==> src/rtl/tlbm_pkg.sv <==
package tlbm_pkg;

    localparam int unsigned PS_W      = 6;
    localparam int unsigned MASK_W    = 1 << PS_W;
    localparam int unsigned PG_OFF_W  = 13;
    localparam int unsigned RND_W     = 16;

    typedef enum logic [1:0] {
        OP_NONE  = 2'b00,
        OP_WRITE = 2'b01,
        OP_FILL  = 2'b10,
        OP_READ  = 2'b11
    } op_e;

    function automatic logic ps_ok(input logic [PS_W-1:0] ps,
                                   input logic [MASK_W-1:0] mask);
        return mask[ps];
    endfunction

endpackage

==> src/rtl/tlbm_lfsr.sv <==
module tlbm_lfsr #(
    parameter int unsigned         W    = 16,
    parameter logic [W-1:0]        SEED = 16'hACE1,
    parameter logic [W-1:0]        TAPS = 16'hB400
) (
    input  logic         clk,
    input  logic         rst,
    output logic [W-1:0] rnd
);

    always_ff @(posedge clk) begin
        if (rst) begin
            rnd <= SEED;
        end else begin
            rnd <= {1'b0, rnd[W-1:1]} ^ (rnd[0] ? TAPS : '0);
        end
    end

    // a zero state would freeze the way choice
    assert_lfsr_nonzero_R12: assert property (@(posedge clk) disable iff (rst)
        rnd != '0);

endmodule

==> src/rtl/tlbm_stage_mux.sv <==
module tlbm_stage_mux
    import tlbm_pkg::*;
#(
    parameter int unsigned VPPN_W = 35,
    parameter int unsigned LO_W   = 32
) (
    input  logic              refill_mode,
    input  logic [PS_W-1:0]   nrm_ps,
    input  logic [VPPN_W-1:0] nrm_vppn,
    input  logic [LO_W-1:0]   nrm_lo0,
    input  logic [LO_W-1:0]   nrm_lo1,
    input  logic [PS_W-1:0]   rfl_ps,
    input  logic [VPPN_W-1:0] rfl_vppn,
    input  logic [LO_W-1:0]   rfl_lo0,
    input  logic [LO_W-1:0]   rfl_lo1,
    output logic [PS_W-1:0]   sel_ps,
    output logic [VPPN_W-1:0] sel_vppn,
    output logic [LO_W-1:0]   sel_lo0,
    output logic [LO_W-1:0]   sel_lo1
);

    always_comb begin
        if (refill_mode) begin
            sel_ps   = rfl_ps;
            sel_vppn = rfl_vppn;
            sel_lo0  = rfl_lo0;
            sel_lo1  = rfl_lo1;
        end else begin
            sel_ps   = nrm_ps;
            sel_vppn = nrm_vppn;
            sel_lo0  = nrm_lo0;
            sel_lo1  = nrm_lo1;
        end
    end

endmodule

==> src/rtl/tlbm_fill_place.sv <==
module tlbm_fill_place
    import tlbm_pkg::*;
#(
    parameter int unsigned VPPN_W   = 35,
    parameter int unsigned FIX_WAYS = 8,
    parameter int unsigned FIX_SETS = 256,
    parameter int unsigned VAR_N    = 64,
    parameter int unsigned IDX_W    = 12
) (
    input  logic [VPPN_W-1:0] vppn,
    input  logic [PS_W-1:0]   ps,
    input  logic [PS_W-1:0]   fix_ps,
    input  logic [RND_W-1:0]  rnd,
    output logic              to_fix,
    output logic [IDX_W-1:0]  idx
);

    localparam int unsigned ADDR_W    = VPPN_W + PG_OFF_W;
    localparam int unsigned WAY_W     = (FIX_WAYS > 1) ? $clog2(FIX_WAYS) : 1;
    localparam int unsigned SET_W     = (FIX_SETS > 1) ? $clog2(FIX_SETS) : 1;
    localparam int unsigned VAR_W     = (VAR_N > 1) ? $clog2(VAR_N) : 1;
    localparam int unsigned FIX_TOTAL = FIX_WAYS * FIX_SETS;
    localparam logic [IDX_W-1:0] VAR_BASE = IDX_W'(FIX_TOTAL);

    logic [ADDR_W-1:0] addr;
    logic [ADDR_W-1:0] shifted;
    logic [SET_W-1:0]  set_sel;
    logic [WAY_W-1:0]  way_sel;
    logic [VAR_W-1:0]  var_off;

    assign addr    = {vppn, {PG_OFF_W{1'b0}}};
    assign shifted = addr >> ({1'b0, ps} + 7'd1);
    assign set_sel = shifted[SET_W-1:0];

    // Power-of-two partitions take random bits by masking, others by modulo
    generate
        if ((FIX_WAYS & (FIX_WAYS - 1)) == 0) begin : g_way_mask
            assign way_sel = rnd[WAY_W-1:0];
        end else begin : g_way_mod
            assign way_sel = WAY_W'(rnd % RND_W'(FIX_WAYS));
        end
        if ((VAR_N & (VAR_N - 1)) == 0) begin : g_var_mask
            assign var_off = rnd[RND_W-1 -: VAR_W];
        end else begin : g_var_mod
            assign var_off = VAR_W'(rnd % RND_W'(VAR_N));
        end
    endgenerate

    always_comb begin
        to_fix = (ps == fix_ps);
        if (to_fix) begin
            idx = IDX_W'(way_sel) * IDX_W'(FIX_SETS) + IDX_W'(set_sel);
        end else begin
            idx = VAR_BASE + IDX_W'(var_off);
        end
    end

endmodule

==> src/rtl/tlbm_ctrl.sv <==
module tlbm_ctrl
    import tlbm_pkg::*;
#(
    parameter int unsigned VPPN_W   = 35,
    parameter int unsigned LO_W     = 32,
    parameter int unsigned ASID_W   = 10,
    parameter int unsigned FIX_WAYS = 8,
    parameter int unsigned FIX_SETS = 256,
    parameter int unsigned VAR_N    = 64,
    parameter int unsigned IDX_W    = $clog2(FIX_WAYS * FIX_SETS + VAR_N)
) (
    input  logic              clk,
    input  logic              rst,
    input  logic              op_valid,
    input  logic [1:0]        op_kind,
    input  logic              refill_mode,
    input  logic [ASID_W-1:0] asid,
    input  logic [63:0]       ps_mask,
    input  logic [5:0]        fix_ps,
    input  logic [IDX_W-1:0]  nrm_index,
    input  logic              nrm_ne,
    input  logic [5:0]        nrm_ps,
    input  logic [VPPN_W-1:0] nrm_vppn,
    input  logic [LO_W-1:0]   nrm_lo0,
    input  logic [LO_W-1:0]   nrm_lo1,
    input  logic [5:0]        rfl_ps,
    input  logic [VPPN_W-1:0] rfl_vppn,
    input  logic [LO_W-1:0]   rfl_lo0,
    input  logic [LO_W-1:0]   rfl_lo1,
    output logic [IDX_W-1:0]  arr_rd_idx,
    input  logic              arr_rd_e,
    input  logic [VPPN_W-1:0] arr_rd_vppn,
    input  logic [5:0]        arr_rd_ps,
    input  logic [LO_W-1:0]   arr_rd_lo0,
    input  logic [LO_W-1:0]   arr_rd_lo1,
    output logic              arr_we,
    output logic              arr_ps_we,
    output logic              arr_clr,
    output logic [IDX_W-1:0]  arr_idx,
    output logic [VPPN_W-1:0] arr_vppn,
    output logic [ASID_W-1:0] arr_asid,
    output logic [5:0]        arr_ps,
    output logic [LO_W-1:0]   arr_lo0,
    output logic [LO_W-1:0]   arr_lo1,
    output logic              rd_done,
    output logic              rd_ne,
    output logic [5:0]        rd_ps,
    output logic [VPPN_W-1:0] rd_vppn,
    output logic [LO_W-1:0]   rd_lo0,
    output logic [LO_W-1:0]   rd_lo1,
    output logic              rd_asid_zero
);

    localparam int unsigned FIX_TOTAL = FIX_WAYS * FIX_SETS;
    localparam int unsigned TOTAL     = FIX_TOTAL + VAR_N;
    localparam logic [IDX_W-1:0] VAR_BASE = IDX_W'(FIX_TOTAL);
    localparam logic [IDX_W-1:0] IDX_END  = IDX_W'(TOTAL);

    op_e               op;
    logic [PS_W-1:0]   sel_ps;
    logic [VPPN_W-1:0] sel_vppn;
    logic [LO_W-1:0]   sel_lo0;
    logic [LO_W-1:0]   sel_lo1;
    logic [RND_W-1:0]  rnd;
    logic              fill_to_fix;
    logic [IDX_W-1:0]  fill_idx;
    logic              sel_legal;
    logic              fix_legal;
    logic              idx_in_var;

    assign op         = op_e'(op_kind);
    assign arr_rd_idx = nrm_index;
    assign sel_legal  = ps_ok(sel_ps, ps_mask);
    assign fix_legal  = ps_ok(fix_ps, ps_mask);
    assign idx_in_var = (nrm_index >= VAR_BASE);

    tlbm_stage_mux #(.VPPN_W(VPPN_W), .LO_W(LO_W)) i_mux (
        .refill_mode (refill_mode),
        .nrm_ps      (nrm_ps),
        .nrm_vppn    (nrm_vppn),
        .nrm_lo0     (nrm_lo0),
        .nrm_lo1     (nrm_lo1),
        .rfl_ps      (rfl_ps),
        .rfl_vppn    (rfl_vppn),
        .rfl_lo0     (rfl_lo0),
        .rfl_lo1     (rfl_lo1),
        .sel_ps      (sel_ps),
        .sel_vppn    (sel_vppn),
        .sel_lo0     (sel_lo0),
        .sel_lo1     (sel_lo1)
    );

    tlbm_lfsr #(.W(RND_W)) i_lfsr (
        .clk (clk),
        .rst (rst),
        .rnd (rnd)
    );

    tlbm_fill_place #(
        .VPPN_W   (VPPN_W),
        .FIX_WAYS (FIX_WAYS),
        .FIX_SETS (FIX_SETS),
        .VAR_N    (VAR_N),
        .IDX_W    (IDX_W)
    ) i_place (
        .vppn   (sel_vppn),
        .ps     (sel_ps),
        .fix_ps (fix_ps),
        .rnd    (rnd),
        .to_fix (fill_to_fix),
        .idx    (fill_idx)
    );

    always_ff @(posedge clk) begin
        if (rst) begin
            arr_we       <= 1'b0;
            arr_ps_we    <= 1'b0;
            arr_clr      <= 1'b0;
            arr_idx      <= '0;
            arr_vppn     <= '0;
            arr_asid     <= '0;
            arr_ps       <= '0;
            arr_lo0      <= '0;
            arr_lo1      <= '0;
            rd_done      <= 1'b0;
            rd_ne        <= 1'b0;
            rd_ps        <= '0;
            rd_vppn      <= '0;
            rd_lo0       <= '0;
            rd_lo1       <= '0;
            rd_asid_zero <= 1'b0;
        end else begin
            arr_we    <= 1'b0;
            arr_ps_we <= 1'b0;
            arr_clr   <= 1'b0;
            rd_done   <= 1'b0;
            if (op_valid) begin
                unique case (op)
                    OP_WRITE: begin
                        arr_idx <= nrm_index;
                        if (nrm_ne) begin
                            arr_clr <= 1'b1;
                        end else if (sel_legal) begin
                            arr_we    <= 1'b1;
                            arr_ps_we <= idx_in_var;
                            arr_vppn  <= sel_vppn;
                            arr_asid  <= asid;
                            arr_ps    <= sel_ps;
                            arr_lo0   <= sel_lo0;
                            arr_lo1   <= sel_lo1;
                        end
                    end
                    OP_FILL: begin
                        if (sel_legal && fix_legal) begin
                            arr_we    <= 1'b1;
                            arr_ps_we <= !fill_to_fix;
                            arr_idx   <= fill_idx;
                            arr_vppn  <= sel_vppn;
                            arr_asid  <= asid;
                            arr_ps    <= sel_ps;
                            arr_lo0   <= sel_lo0;
                            arr_lo1   <= sel_lo1;
                        end
                    end
                    OP_READ: begin
                        rd_done <= 1'b1;
                        if (!arr_rd_e) begin
                            rd_ne        <= 1'b1;
                            rd_asid_zero <= 1'b1;
                            rd_ps        <= '0;
                            rd_vppn      <= '0;
                            rd_lo0       <= '0;
                            rd_lo1       <= '0;
                        end else begin
                            rd_ne        <= 1'b0;
                            rd_asid_zero <= 1'b0;
                            rd_ps        <= idx_in_var ? arr_rd_ps : fix_ps;
                            rd_vppn      <= arr_rd_vppn;
                            rd_lo0       <= arr_rd_lo0;
                            rd_lo1       <= arr_rd_lo1;
                        end
                    end
                    default: ;
                endcase
            end
        end
    end

    assert_clr_source_R5: assert property (@(posedge clk) disable iff (rst)
        arr_clr |-> $past(op_valid && op_kind == 2'b01 && nrm_ne));

    assert_bad_ps_abort_R3: assert property (@(posedge clk) disable iff (rst)
        (op_valid && ((op_kind == 2'b01 && !nrm_ne) || op_kind == 2'b10)
         && !ps_mask[sel_ps]) |=> (!arr_we && !arr_clr));

    assert_fix_abort_R7: assert property (@(posedge clk) disable iff (rst)
        (op_valid && op_kind == 2'b10 && !ps_mask[fix_ps]) |=> !arr_we);

    assert_fix_slot_R6: assert property (@(posedge clk) disable iff (rst)
        (op_valid && op_kind == 2'b10 && sel_ps == fix_ps)
        |=> (!arr_we || (arr_idx < VAR_BASE && !arr_ps_we)));

    assert_var_slot_R8: assert property (@(posedge clk) disable iff (rst)
        (op_valid && op_kind == 2'b10 && sel_ps != fix_ps)
        |=> (!arr_we || (arr_idx >= VAR_BASE && arr_idx < IDX_END && arr_ps_we)));

    assert_read_ne_R9: assert property (@(posedge clk) disable iff (rst)
        (op_valid && op_kind == 2'b11) |=> (rd_done && rd_ne == !$past(arr_rd_e)));

    assert_we_pulse_R11: assert property (@(posedge clk) disable iff (rst)
        (arr_we || arr_clr || rd_done) |-> $past(op_valid));

endmodule

==> config.mk <==
export PLATFORM = sky130hd
export DESIGN_NAME = tlbm_ctrl
export DESIGN_NICKNAME = d
export VERILOG_FILES = /design/src/rtl/tlbm_pkg.sv /design/src/rtl/tlbm_lfsr.sv /design/src/rtl/tlbm_stage_mux.sv /design/src/rtl/tlbm_fill_place.sv /design/src/rtl/tlbm_ctrl.sv
export SDC_FILE = /design/constraint.sdc
export NUM_CORES = 1
export LEC_CHECK = 0
export ABC_AREA = 1
export BUFFER_PORTS_ARGS = -buffer_cell sky130_fd_sc_hd__buf_2
export CAP_MARGIN = 10
export CORE_AREA = 2 2 258 260
export DETAILED_ROUTE_END_ITERATION = 16
export DIE_AREA = 0 0 260 262
export HOLD_SLACK_MARGIN = 0.08
export PLACE_DENSITY = 0.5
export SETUP_SLACK_MARGIN = 0.05
export SLEW_MARGIN = 20
export SYNTH_ARGS = -nofsm -noshare
export SYNTH_HDL_FRONTEND = slang
export SYNTH_SLANG_ARGS = --single-unit
==> constraint.sdc <==
create_clock -name clk -period 2.3 [get_ports clk]
set_input_delay 0.46 -clock clk [delete_from_list [all_inputs] [get_ports clk]]
set_output_delay 0.46 -clock clk [all_outputs]
set_load 0.02 [all_outputs]
## Word-level counts from Yosys, hierarchy flattened

Cells that the tools add are included.
Widths: inputs -> output; s select.

| word-level totals | value |
|---|---|
| input port bits | 415 |
| output and inout port bits | 250 |
| word-level logic and storage cells | 89 |
| register bits after elaboration | 253 |

| operators by class | value |
|---|---|
| equal/unequal tests | 7 |
| reduce and logical (&&, ||, !) cells | 8 |
| $lt $le $gt $ge | 3 |
| add/sub/neg operators | 3 |
| shift operators | 1 |
| mux-type cells | 48 |
| bitwise gates (word level) | 3 |

Operators by type and width:

| kind | count |
|---|---|
| $mux 32 | 10 |
| $mux 35 | 5 |
| $pmux 32 s2 | 2 |
| $pmux 35 s2 | 1 |
| $shr 48x7->8 | 1 |
| $mux 6 | 6 |
| $mux 10 | 3 |
| $mux 12 | 2 |
| $pmux 12 s2 | 1 |
| $pmux 10 s2 | 1 |
| $mux 16 | 1 |
| $xor 15x16->16 | 1 |
| $lt 6x7->1 const B | 2 |
| $add 11x8->12 | 1 |
| $add 12x6->12 const A | 1 |
| $bmux 1 s6 | 2 |
| $ge 12x12->1 const B | 1 |
| $pmux 6 s2 | 1 |
| $mux 1 | 11 |
| $add 6x1->7 const B | 1 |
| $eq 6x6->1 | 1 |
| $ne 2x2->1 const B | 3 |
| $reduce_and 5->1 | 1 |
| $eq 2x2->1 const B | 2 |
| 10 further kinds | 12 |

## Longest topological paths before layout

Gate-level depths: netlist (run 1).

| depth | value |
|---|---|
| depth in word-level cells | 7 |
| gate-level depth with buffers | 20 |
| gate-level depth less buffers | 17 |

## Modules after synthesis

A second synthesis (run 1) with hierarchy kept.

| unflattened totals | value |
|---|---|
| cells, all modules | 2645 |
| area, all modules | 15322.2 um^2 |

By module, submodules not included:

| module | cells each | sequential area each (um^2) | instances | area each (um^2) |
|---|---|---|---|---|
| tlbm_ctrl | 1887 | 4744.6 | 1 | 11766.3 |
| tlbm_fill_place | 368 | 0.0 | 1 | 1730.4 |
| tlbm_stage_mux | 339 | 0.0 | 1 | 1351.3 |
| tlbm_lfsr | 51 | 320.3 | 1 | 474.2 |

## Worst setup path before layout (run 1)

OpenSTA, ideal clock, no wires.

| timing path | value |
|---|---|
| kind | in2reg |
| start point | input port fix_ps[0] |
| end point | register arr_vppn[23] |
| library setup time | 0.113 ns |
| cell stages on the path | 18 |
| setup slack | -0.105 ns |
| buffers on the path | 4 |
| data required time | 2.187 ns |
| data arrival time | 2.292 ns |
| path through | clkbuf_1 -> inv_1 -> clkbuf_1 -> nand2_1 -> nand3_1 -> nand3_1 -> nand3_1 -> nand3_1 -> nand2_1 -> nand2_1 -> nand2_1 -> nand4_1 -> nand2_2 -> buf_2 -> buf_2 -> nand4_1 -> nand2_1 -> nor2_1 |

| between the ends | value |
|---|---|
| cells in the longest elaborated chain, start to end | 5 |

Ends and longest elaborated chain:

| element | RTL line | text |
|---|---|---|
| start: declaration | tlbm_ctrl.sv:19 | `input logic [5:0] fix_ps,` |
| $bmux 1 s6 | tlbm_pkg.sv:17 | `return mask[ps];` |
| $mux 1 (not written as such) | tlbm_pkg.sv:17 |  |
| $logic_and 1x1->1 | tlbm_ctrl.sv:154 | `if (sel_legal && fix_legal) begin` |
| $ne 2x2->1 (no source line) | - |  |
| $reduce_and 5->1 (no source line) | - |  |
| end signal: assignment | tlbm_ctrl.sv:146 | `arr_vppn <= sel_vppn;` |
| end signal: assignment | tlbm_ctrl.sv:158 | `arr_vppn <= sel_vppn;` |
| end: declaration | tlbm_ctrl.sv:40 | `output logic [VPPN_W-1:0] arr_vppn,` |

No other way between the ends. The select of a mux whose other input is x is not followed.
A chain may end at the register's enable or synchronous reset.

## Worst setup path after layout (run 1)

| timing path | value |
|---|---|
| start point | input port refill_mode |
| end point | register arr_lo0[22] |

| between the ends | value |
|---|---|
| cells in the longest elaborated chain, start to end | 6 |
| elaborated cells between the ends (all ways) | 12 |

Ends and longest elaborated chain:

| element | RTL line | text |
|---|---|---|
| start: declaration | tlbm_ctrl.sv:16 | `input logic refill_mode,` |
| $mux 6 | tlbm_stage_mux.sv:23 | `if (refill_mode) begin` |
| $bmux 1 s6 | tlbm_pkg.sv:17 |  |
| $mux 1 (not written as such) | tlbm_pkg.sv:17 |  |
| $logic_and 1x1->1 | tlbm_ctrl.sv:154 |  |
| $ne 2x2->1 (no source line) | - |  |
| $reduce_and 5->1 (no source line) | - |  |
| end signal: assignment | tlbm_ctrl.sv:149 | `arr_lo0 <= sel_lo0;` |
| end signal: assignment | tlbm_ctrl.sv:161 | `arr_lo0 <= sel_lo0;` |
| end: declaration | tlbm_ctrl.sv:43 | `output logic [LO_W-1:0] arr_lo0,` |

Parallel ways exist; a longest one is shown, timed or not. The select of a mux whose other input is x is not followed.

==> results of run 1 <==
==> per-layer routing <==
| metal | share of wire | track usage |
|---|---|---|
| met1 | 0.43 | 0.222 |
| met2 | 0.48 | 0.305 |
| met3 | 0.071 | 0.0409 |
| met4 | 0.020 | 0.0378 |
| met5 | 0.00063 | 0 |
==> metrics by stage <==
step | instance area, um^2 | cells | util | setup WS (ns)
finish | 21200 | 4013 | 0.325 | 0.154
global route | 21200 | 4010 | 0.325 | -0.0332
CTS | 20700 | 3996 | 0.318 | 0.0516
detailed placement | 19300 | 3902 | 0.296 | -1.09
global placement | 19300 | 3902 | 0.296 | -1.07
floorplan | 14200 | 2389 | - | 0.0503
==> flip-flops by register name, indices dropped and copies added (netlist names) <==
name / flops
arr_we: 1
rd_done: 1
arr_lo1: 32
rd_vppn: 35
rd_ps: 6
rd_lo0: 32
i_lfsr.rnd: 16
arr_ps: 6
arr_lo0: 32
rd_lo1: 32
arr_clr: 1
arr_idx: 12
arr_vppn: 35
arr_ps_we: 1
arr_asid: 10
rd_asid_zero: 1
==> synth_stat cells, types with 5 or more instances <==
cell type / instances / area share
or2_2: 9 / 0.0040
inv_1: 174 / 0.046
buf_4: 20 / 0.011
nand2_2: 5 / 0.0022
nand4_1: 55 / 0.024
clkbuf_1: 93 / 0.025
nor2_1: 280 / 0.075
a21oi_1: 133 / 0.047
o211ai_1: 26 / 0.014
dfxtp_1: 253 / 0.36
nand2_1: 988 / 0.26
inv_2: 5 / 0.0013
buf_2: 29 / 0.010
nand3_1: 171 / 0.061
xor2_1: 6 / 0.0037
buf_1: 28 / 0.0075
o21ai_0: 80 / 0.028
==> kinds of logic (layout without fill, tap and decap cells) <==
group                      after synthesis  in the layout  share of synthesized area
xor gates and xnor gates                 6              6                    0.00373
DFF                                    253            253                      0.359
buffers and inverters                  354           1108                      0.103
muxes                                    1              1                   0.000710
adders and majority gates                3              3                    0.00266
AOI/OAI and AO/OA                      250            250                     0.0949
other                                    0              3                          0
and+or+nand+nor                       1522           1525                      0.436
==> power by group <==
group          total, uW  switching [uW]  internal (uW)
clock network       5000            2030           2970
logic               3270            1960           1300
registers           4700             103           4600
total              13000            4100           8870
==> what timing repair did <==
item | in CTS | in global routing
gates resized for setup | 14 | 79
endpoints found under the setup margin | 8 | 127
gates cloned | 0 | 10
hold buffers | 38 | 0
pin swaps | 0 | 18
hold endpoints to repair | 38 | 0
setup buffers | 0 | 4
==> final cells by class <==
type                    count  area (um^2)
diodes                      3         7.51
clock inverters            14          163
flip-flops and latches    253         5060
fillers                  7359        44000
multi-input cells        1785         7930
clock buffers              42          867
inverters                 183          696
repair buffers            869         5440
well taps                 864         1080
==> critical path, delay by kind of cell <==
kind	cells	cell delay, ns
buf+inv	6	0.87
simple gates	11	1.03
compound gates	2	0.21
==> final timing paths <==
check,endpoint,slack [ns],cells past startpoint
max,arr_lo0[22]$_SDFFE_PP0P_,0.15,19
max reg2reg,arr_idx[0]$_SDFFE_PP0P_,1.37,6
min,rd_lo0[3]$_SDFFE_PP0P_,0.12,3
min reg2reg,i_lfsr.rnd[2]$_SDFF_PP0_,0.40,2
==> impl_metrics.tcl, run 1 <==
set metrics [dict create \
    status "finished, final reports clean" \
    startpoint "refill_mode" \
    area_growth_syn_to_layout_pct 50.7 \
    crit_top_cell "nand2_1" \
    grt_max_degree 76 \
    synth_ff_type "dfxtp_1" \
    synth_async_sr_flop_share 0 \
    fin_crit_sh 0.933 \
    grt_pass1_vias 16000 \
    vdd_drop_max_uv 562 \
    wl_per_cell_um 16.2 \
    min_period_ns 2.15 \
    cts_buffers 31 \
    rsz0062_at_grt "yes" \
    crit_fanout 15 \
    core_um2 65300 \
    cap_violations 0 \
    fp.dieArea_um2 68100 \
    clk-insertion-delay-late_ns 0.59 \
    slew_violations 0 \
    antenna_found_initial 7 \
    hold_viol 0 \
    crit_type "input pin to register" \
    crit_chain "buf_8 > buf_4 > nand2_1 > o21ai_4 > buf_4 > nor2_4 > inv_1 > a21oi_1 > nor2_1 > nand2_1 > nand3_2 > nand3_2 > nand2_4 > nand3_4 > buf_12 > buf_16 > nand2_1 > nand2_1 > nor2_1" \
    fin_tns_setup_ns 0 \
    rows 94 \
    grt_util_all_layers 0.176 \
    vias 17200 \
    dp_hpwl_um 50600 \
    drtPass1Iterations 5 \
    tritoncts "built" \
    crit_slowest_cell "buf_12" \
    die_y_um 262 \
    power.total_uw 13000 \
    whs_ns 0.116 \
    critPathMaxStageDelay_ns 0.19 \
    vias_per_cell 4.28 \
    timing.slew.headroom 0.547 \
    gp_congestion 0.860 \
    port_buffers 664 \
    hp-class "input pin to register" \
    drc_errors 0 \
    drt_iter0_markers 968 \
    p_leak_uw 0.0112 \
    fin_skew_ns 0.00692 \
    synth_seq_cells 253 \
    ant_nets 0 \
    avgSynthCellArea_um2 5.90 \
    netlist_area_um2 14100 \
    required_ns 2.78 \
    fin_nets 3541 \
    synthDistinctLibCells 33 \
    syn_inst 2389 \
    cts.root.buffer_cell "clkbuf_16" \
    cp.arrival_ns 2.62 \
    worst_setup_path_end_kind "register" \
    cts_buffer_depth 3 \
    grt_pass1_wl_um 93500 \
    ios 665 \
    cts_sinks 253 \
    synth_seq_area_share 0.359 \
    synth_edf_count 0 \
    grt.overflow.total 0 \
    worstMarginPinSlew_ns 0.679 \
    drive_gt1_frac 0.306 \
    final_cell_mix "nand2_1 (978), buf_2 (661), nor2_1 (257)" \
    ys_warn_count 0 \
    setup_violations 0 \
    die_w_um 260 \
    power_per_cell_area_nw_per_um2 610 \
    syn_nets 2807 \
    htree_num_levels 1 \
    routed_wl_um 65100 \
    clock.fmax_mhz 466 \
    r2r_start "i_lfsr.rnd[10]$_SDFF_PP1_" \
    layout_commonest_cell "nand2_1" \
    crit_path_start_kind "input pin" \
    clk_pin_slew_worst_paths_ns 0.06 \
    min_from "arr_rd_lo0[3]" \
    initial_utilization 0.216 \
]
Note: power is estimated with default switching activity, not from simulation.
==> run 2, diff against run 1 <==
- CORE_AREA: 2 2 258 260 -> 2 2 262 264
- DIE_AREA: 0 0 260 262 -> 0 0 264 266
- PLACE_DENSITY: 0.5 -> 0.49
==> impl_metrics.tcl, run 2 (synthesized netlist as in run 1, its figures left out) <==
set metrics [dict create \
    grt_pass1_wl_um 96100 \
    fin_skew_ns 0.0228 \
    drive_gt1_frac 0.317 \
    ant_nets 0 \
    wl_per_cell_um 16.2 \
    drt_iter0_markers 916 \
    postCtsHoldBufs 0 \
    setup_violations 0 \
    grt_util_all_layers 0.174 \
    drtPass1Iterations 5 \
    die_w_um 264 \
    vdd_drop_max_uv 531 \
    worst_setup_path_end_kind "register" \
    cp.arrival_ns 2.73 \
    rsz0062_at_grt "yes" \
    core_um2 67700 \
    port_buffers 664 \
    slew_violations 0 \
    drc_errors 0 \
    die_y_um 266 \
    grt_max_degree 113 \
    clk-insertion-delay-late_ns 0.53 \
    power.total_uw 13100 \
    htree_num_levels 2 \
    final_cell_mix "nand2_1 (977), buf_2 (662), nor2_1 (255)" \
    timing.slew.headroom 0.547 \
    dp.cells 3926 \
    fin_crit_sh 0.999 \
    p_leak_uw 0.0112 \
    gp_congestion 0.854 \
    crit_fanout 8 \
    initial_utilization 0.208 \
    hp-class "input pin to register" \
    fin_nets 3530 \
    power_per_cell_area_nw_per_um2 616 \
    cap_violations 0 \
    layout_commonest_cell "nand2_1" \
    min_period_ns 2.30 \
    clk_pin_slew_worst_paths_ns 0.06 \
    crit_path_start_kind "input pin" \
    dp_hpwl_um 49000 \
    status "finished, final reports clean" \
    rows 96 \
    ios 665 \
    cts.root.buffer_cell "clkbuf_16" \
    cts_buffer_depth 3 \
    grt.overflow.total 0 \
    tritoncts "built" \
    cts_buffers 34 \
    crit_type "input pin to register" \
    vias 17200 \
    hold_viol 0 \
    clock.fmax_mhz 435 \
    stdcell_count 4015 \
    grt_pass1_vias 16200 \
    antenna_found_initial 10 \
    required_ns 2.73 \
    area_growth_syn_to_layout_pct 50.3 \
    largest_registers "arr_vppn (35), rd_vppn (35)" \
    routed_wl_um 65100 \
    vias_per_cell 4.29 \
    fp.dieArea_um2 70200 \
    cts_sinks 253 \
    worstMarginPinSlew_ns 0.680 \
]
-- run 2: cell count changes in the layout (fill, tap and decap cells not counted), moves of 4 or more --
cell           previous run  this run
buf_8                     4         8
clkbuf_16                36        40
clkinv_2                  7         3
nand3_1                 168       163
buf_6                     9        20
nand2_8                   6         2
dlygate4sd3_1            38         0
buf_4                   127       134
-- run 2: critical path: stages --
cell	delay (ns)
buf_12	0.13
buf_8	0.13
o21ai_4	0.25
buf_6	0.15
clkbuf_16	0.15
nand3_1	0.07
nand2_1	0.10
nand2_1	0.06
nand2_1	0.07
nor2_1	0.04
nor2_1	0.10
nor2_2	0.08
nand3_2	0.09
nand2_4	0.09
buf_12	0.14
inv_2	0.05
nor2_4	0.04
buf_8	0.14
buf_12	0.12
buf_16	0.13
nor2_1	0.08
nor2_1	0.05
-- run 2: through the flow --
stage	setup slack (ns)	hold slack (ns)	area, um^2	TNS (ns)	utilization
finish	0.00152	0.174	21200	0	0.313
global placement	-0.846	0.397	19300	-69.29	0.286
floorplan	0.0503	0.388	14200	0	-
global route	-0.0484	0.150	21200	-1.64	0.313
CTS	0.0675	0.134	20700	0	0.306
detailed placement	-0.850	0.399	19300	-72.78	0.286
-- run 2: routing by layer --
layer | wire, um | up-vias | GRT usage
met5 | 65 | - | 0
met4 | 1260 | 10 | 0.0381
met2 | 30500 | 561 | 0.297
li1 | - | 8901 | -
met3 | 4420 | 87 | 0.0395
met1 | 28900 | 7676 | 0.224
-- run 2: final timing paths --
path / from / end / slack (ns) / depth (start not counted)
max: refill_mode / arr_vppn[8]$_SDFFE_PP0P_ / 0.002 / 22
min: arr_rd_lo0[10] / rd_lo0[10]$_SDFFE_PP0P_ / 0.17 / 3
max reg2reg: i_lfsr.rnd[0]$_SDFF_PP1_ / arr_idx[8]$_SDFFE_PP0P_ / 1.36 / 4
min reg2reg: i_lfsr.rnd[5]$_SDFF_PP1_ / i_lfsr.rnd[4]$_SDFF_PP0_ / 0.41 / 2
-- run 2: cell type report --
type / count / area, um^2
fill: 7679 / 46600
multi-input combinational: 1783 / 7920
timing repair buffer: 857 / 5360
sequential: 253 / 5060
tap: 882 / 1100
clock buffer: 49 / 988
inverter: 183 / 703
clock inverter: 6 / 43.8
antenna: 2 / 5.00
-- run 2: what timing repair did --
| action | 4_1_cts | 5_1_grt |
|---|---|---|
| endpoints found under the setup margin | 118 | 127 |
| gates cloned | 3 | 7 |
| pin swaps | 10 | 38 |
| resized for setup | 42 | 81 |
| setup buffers | 13 | 11 |
-- run 2: where the power goes --
group / leakage (uW) / internal [uW] / total, uW / switching, uW
Combinational: 0.00859 / 1340 / 3330 / 1990
Clock: 0.000505 / 2970 / 5020 / 2050
Sequential: 0.00206 / 4600 / 4710 / 107
==> run 3, diff against run 2 <==
- CELL_PAD_IN_SITES_DETAIL_PLACEMENT: unset -> 0
- CELL_PAD_IN_SITES_GLOBAL_PLACEMENT: unset -> 1
- CORE_AREA: 2 2 262 264 -> 2 2 256 258
- DIE_AREA: 0 0 264 266 -> 0 0 258 260
- PLACE_DENSITY: 0.49 -> 0.69
==> impl_metrics.tcl, run 3 (synthesized netlist as in run 1, its figures left out) <==
set metrics [dict create \
    tritoncts "built" \
    drtPass1Iterations 5 \
    wl_per_cell_um 16.8 \
    crit_chain "buf_12 > clkinv_8 > buf_6 > nand2_8 > nand2_8 > clkbuf_16 > buf_6 > nand2_4 > nand3_2 > nand2_2 > nand2_1 > nand2_1 > nor2_1 > nand2_1 > nand3_4 > nand4_1 > nand2_4 > nand3_4 > buf_12 > buf_16 > nor2_1 > nor2_1" \
    ios 665 \
    initial_utilization 0.220 \
    crit_path_start_kind "input pin" \
    min_period_ns 2.25 \
    grt_pass1_wl_um 95300 \
    min_from "arr_rd_lo0[17]" \
    area_growth_syn_to_layout_pct 48.5 \
    hold-path-cell-count 3 \
    power_frac_comb 0.253 \
    fin_nets 3489 \
    hold_viol 0 \
    final_cell_mix "nand2_1 (972), buf_2 (662), dfxtp_1 (253)" \
    grt_pass1_vias 15900 \
    antenna_found_initial 8 \
    whs_ns 0.131 \
    clk-insertion-delay-late_ns 0.58 \
    vias 17100 \
    status "finished, final reports clean" \
    required_ns 2.75 \
    hp-class "input pin to register" \
    fin_skew_ns 0.0171 \
    vias_per_cell 4.34 \
    drive_gt1_frac 0.311 \
    ant_nets 0 \
    r2r_start "i_lfsr.rnd[0]$_SDFF_PP1_" \
    p_leak_uw 0.0110 \
    dp_hpwl_um 49500 \
    fin_tns_setup_ns 0 \
    ff2ff_setup_slack_ns 1.35 \
    cap_violations 0 \
    cts_sinks 253 \
    crit_type "input pin to register" \
    clk_pin_slew_worst_paths_ns 0.06 \
    port_buffers 664 \
    seq_power_share 0.365 \
    rsz0062_at_grt "yes" \
    htree_num_levels 1 \
    crit_slowest_cell "buf_16" \
    clock.fmax_mhz 444 \
    timing.slew.headroom 0.540 \
    die_y_um 260 \
    core_um2 64100 \
    routed_wl_um 66300 \
    r2r_end "arr_idx[8]$_SDFFE_PP0P_" \
    drt_iter0_markers 1022 \
    slew_violations 0 \
    worst_setup_path_end_kind "register" \
    cts_buffers 31 \
    cts.root.buffer_cell "clkbuf_16" \
    gp_congestion 0.851 \
    vdd_drop_max_uv 690 \
    die_w_um 258 \
    power_per_cell_area_nw_per_um2 616 \
    stdcell_count 3952 \
    internal_power_uw 8760 \
    num-fill-cells 7267 \
    fp.dieArea_um2 67100 \
    largest_registers "arr_vppn (35), rd_vppn (35)" \
    reg2reg_depth 4 \
    drc_errors 0 \
    cp.arrival_ns 2.71 \
    rows 93 \
    grt.overflow.total 0 \
    critPathMaxStageDelay_ns 0.19 \
    dpl_cell_area_um2 19100 \
    holdPathEnd "rd_lo0[17]$_SDFFE_PP0P_" \
    crit_fanout 19 \
    power.total_uw 12900 \
    postLayoutCellArea_um2 20900 \
    layout_commonest_cell "nand2_1" \
    setup_violations 0 \
    fin_crit_sh 0.979 \
    switching_share 0.321 \
    switchingPower_uw 4140 \
    clkPwrFrac 0.381 \
    worstMarginPinSlew_ns 0.683 \
    dp.cells 3870 \
    cts_buffer_depth 3 \
    grt_util_all_layers 0.181 \
    grt_max_degree 107 \
]
run 3: per-stage QoR:
step / utilization / worst slack (ns)
CTS: 0.315 / 0.0214
finish: 0.326 / 0.0481
detailed placement: 0.298 / -0.604
global route: 0.326 / -0.0985
global placement: 0.298 / -0.589
floorplan: - / 0.0503
run 3: routing by layer:
metal  routed length (um)  vias to the layer above  global-route usage
met5                   61                        -                   0
met4                 1260                       10              0.0356
met3                 4790                       74              0.0433
met2                31000                      582               0.303
met1                29200                     7642               0.237
li1                     -                     8834                   -
run 3: critical path, delay by kind of cell:
kind | cells | cell delay, ns
buffers and inverters | 7 | 0.88
and+or+nand+nor | 15 | 1.31
run 3: power groups by stage:
stage | logic, uW | registers (uW) | clock network (uW)
floorplan | 1440 | 5030 | 0
global placement | 3060 | 4790 | 0
detailed placement | 3050 | 4800 | 0
CTS | 3070 | 4710 | 5080
global route | 3600 | 4740 | 5250
finish | 3270 | 4710 | 4920
run 3: how the worst max path moves through the flow:
stage | from | endpoint | slack [ns] | cells after the start
6_report | refill_mode | arr_lo0[9]$_SDFFE_PP0P_ | 0.05 | 22
5_1_grt | refill_mode | arr_lo0[9]$_SDFFE_PP0P_ | -0.1 | 22
4_1_cts | refill_mode | arr_vppn[31]$_SDFFE_PP0P_ | 0.02 | 22
3_5_place_dp | refill_mode | arr_idx[7]$_SDFFE_PP0P_ | -0.60 | 13
3_3_place_gp | refill_mode | arr_idx[7]$_SDFFE_PP0P_ | -0.59 | 13
2_1_floorplan | fix_ps[0] | arr_ps[1]$_SDFFE_PP0P_ | 0.05 | 17
run 3: what timing repair did:
action                                  4_1_cts  5_1_grt
hold buffers                                  0        0
pin swaps                                     1       38
buffers inserted                              2        8
gates cloned                                  1       12
gates resized for setup                       2      114
endpoints found under the setup margin       15      127
run 3: final cells by class:
| type | count | area (um^2) | area share |
|---|---|---|---|
| tap | 855 | 1070 | 0.0511 |
| clock buffer | 44 | 885 | 0.0423 |
| multi-input combinational | 1783 | 7990 | 0.382 |
| inverter | 183 | 703 | 0.0336 |
| timing repair buffer | 819 | 5080 | 0.243 |
| clock inverter | 12 | 125 | 0.00598 |
| antenna | 3 | 7.51 | 0.000359 |
| sequential | 253 | 5060 | 0.242 |
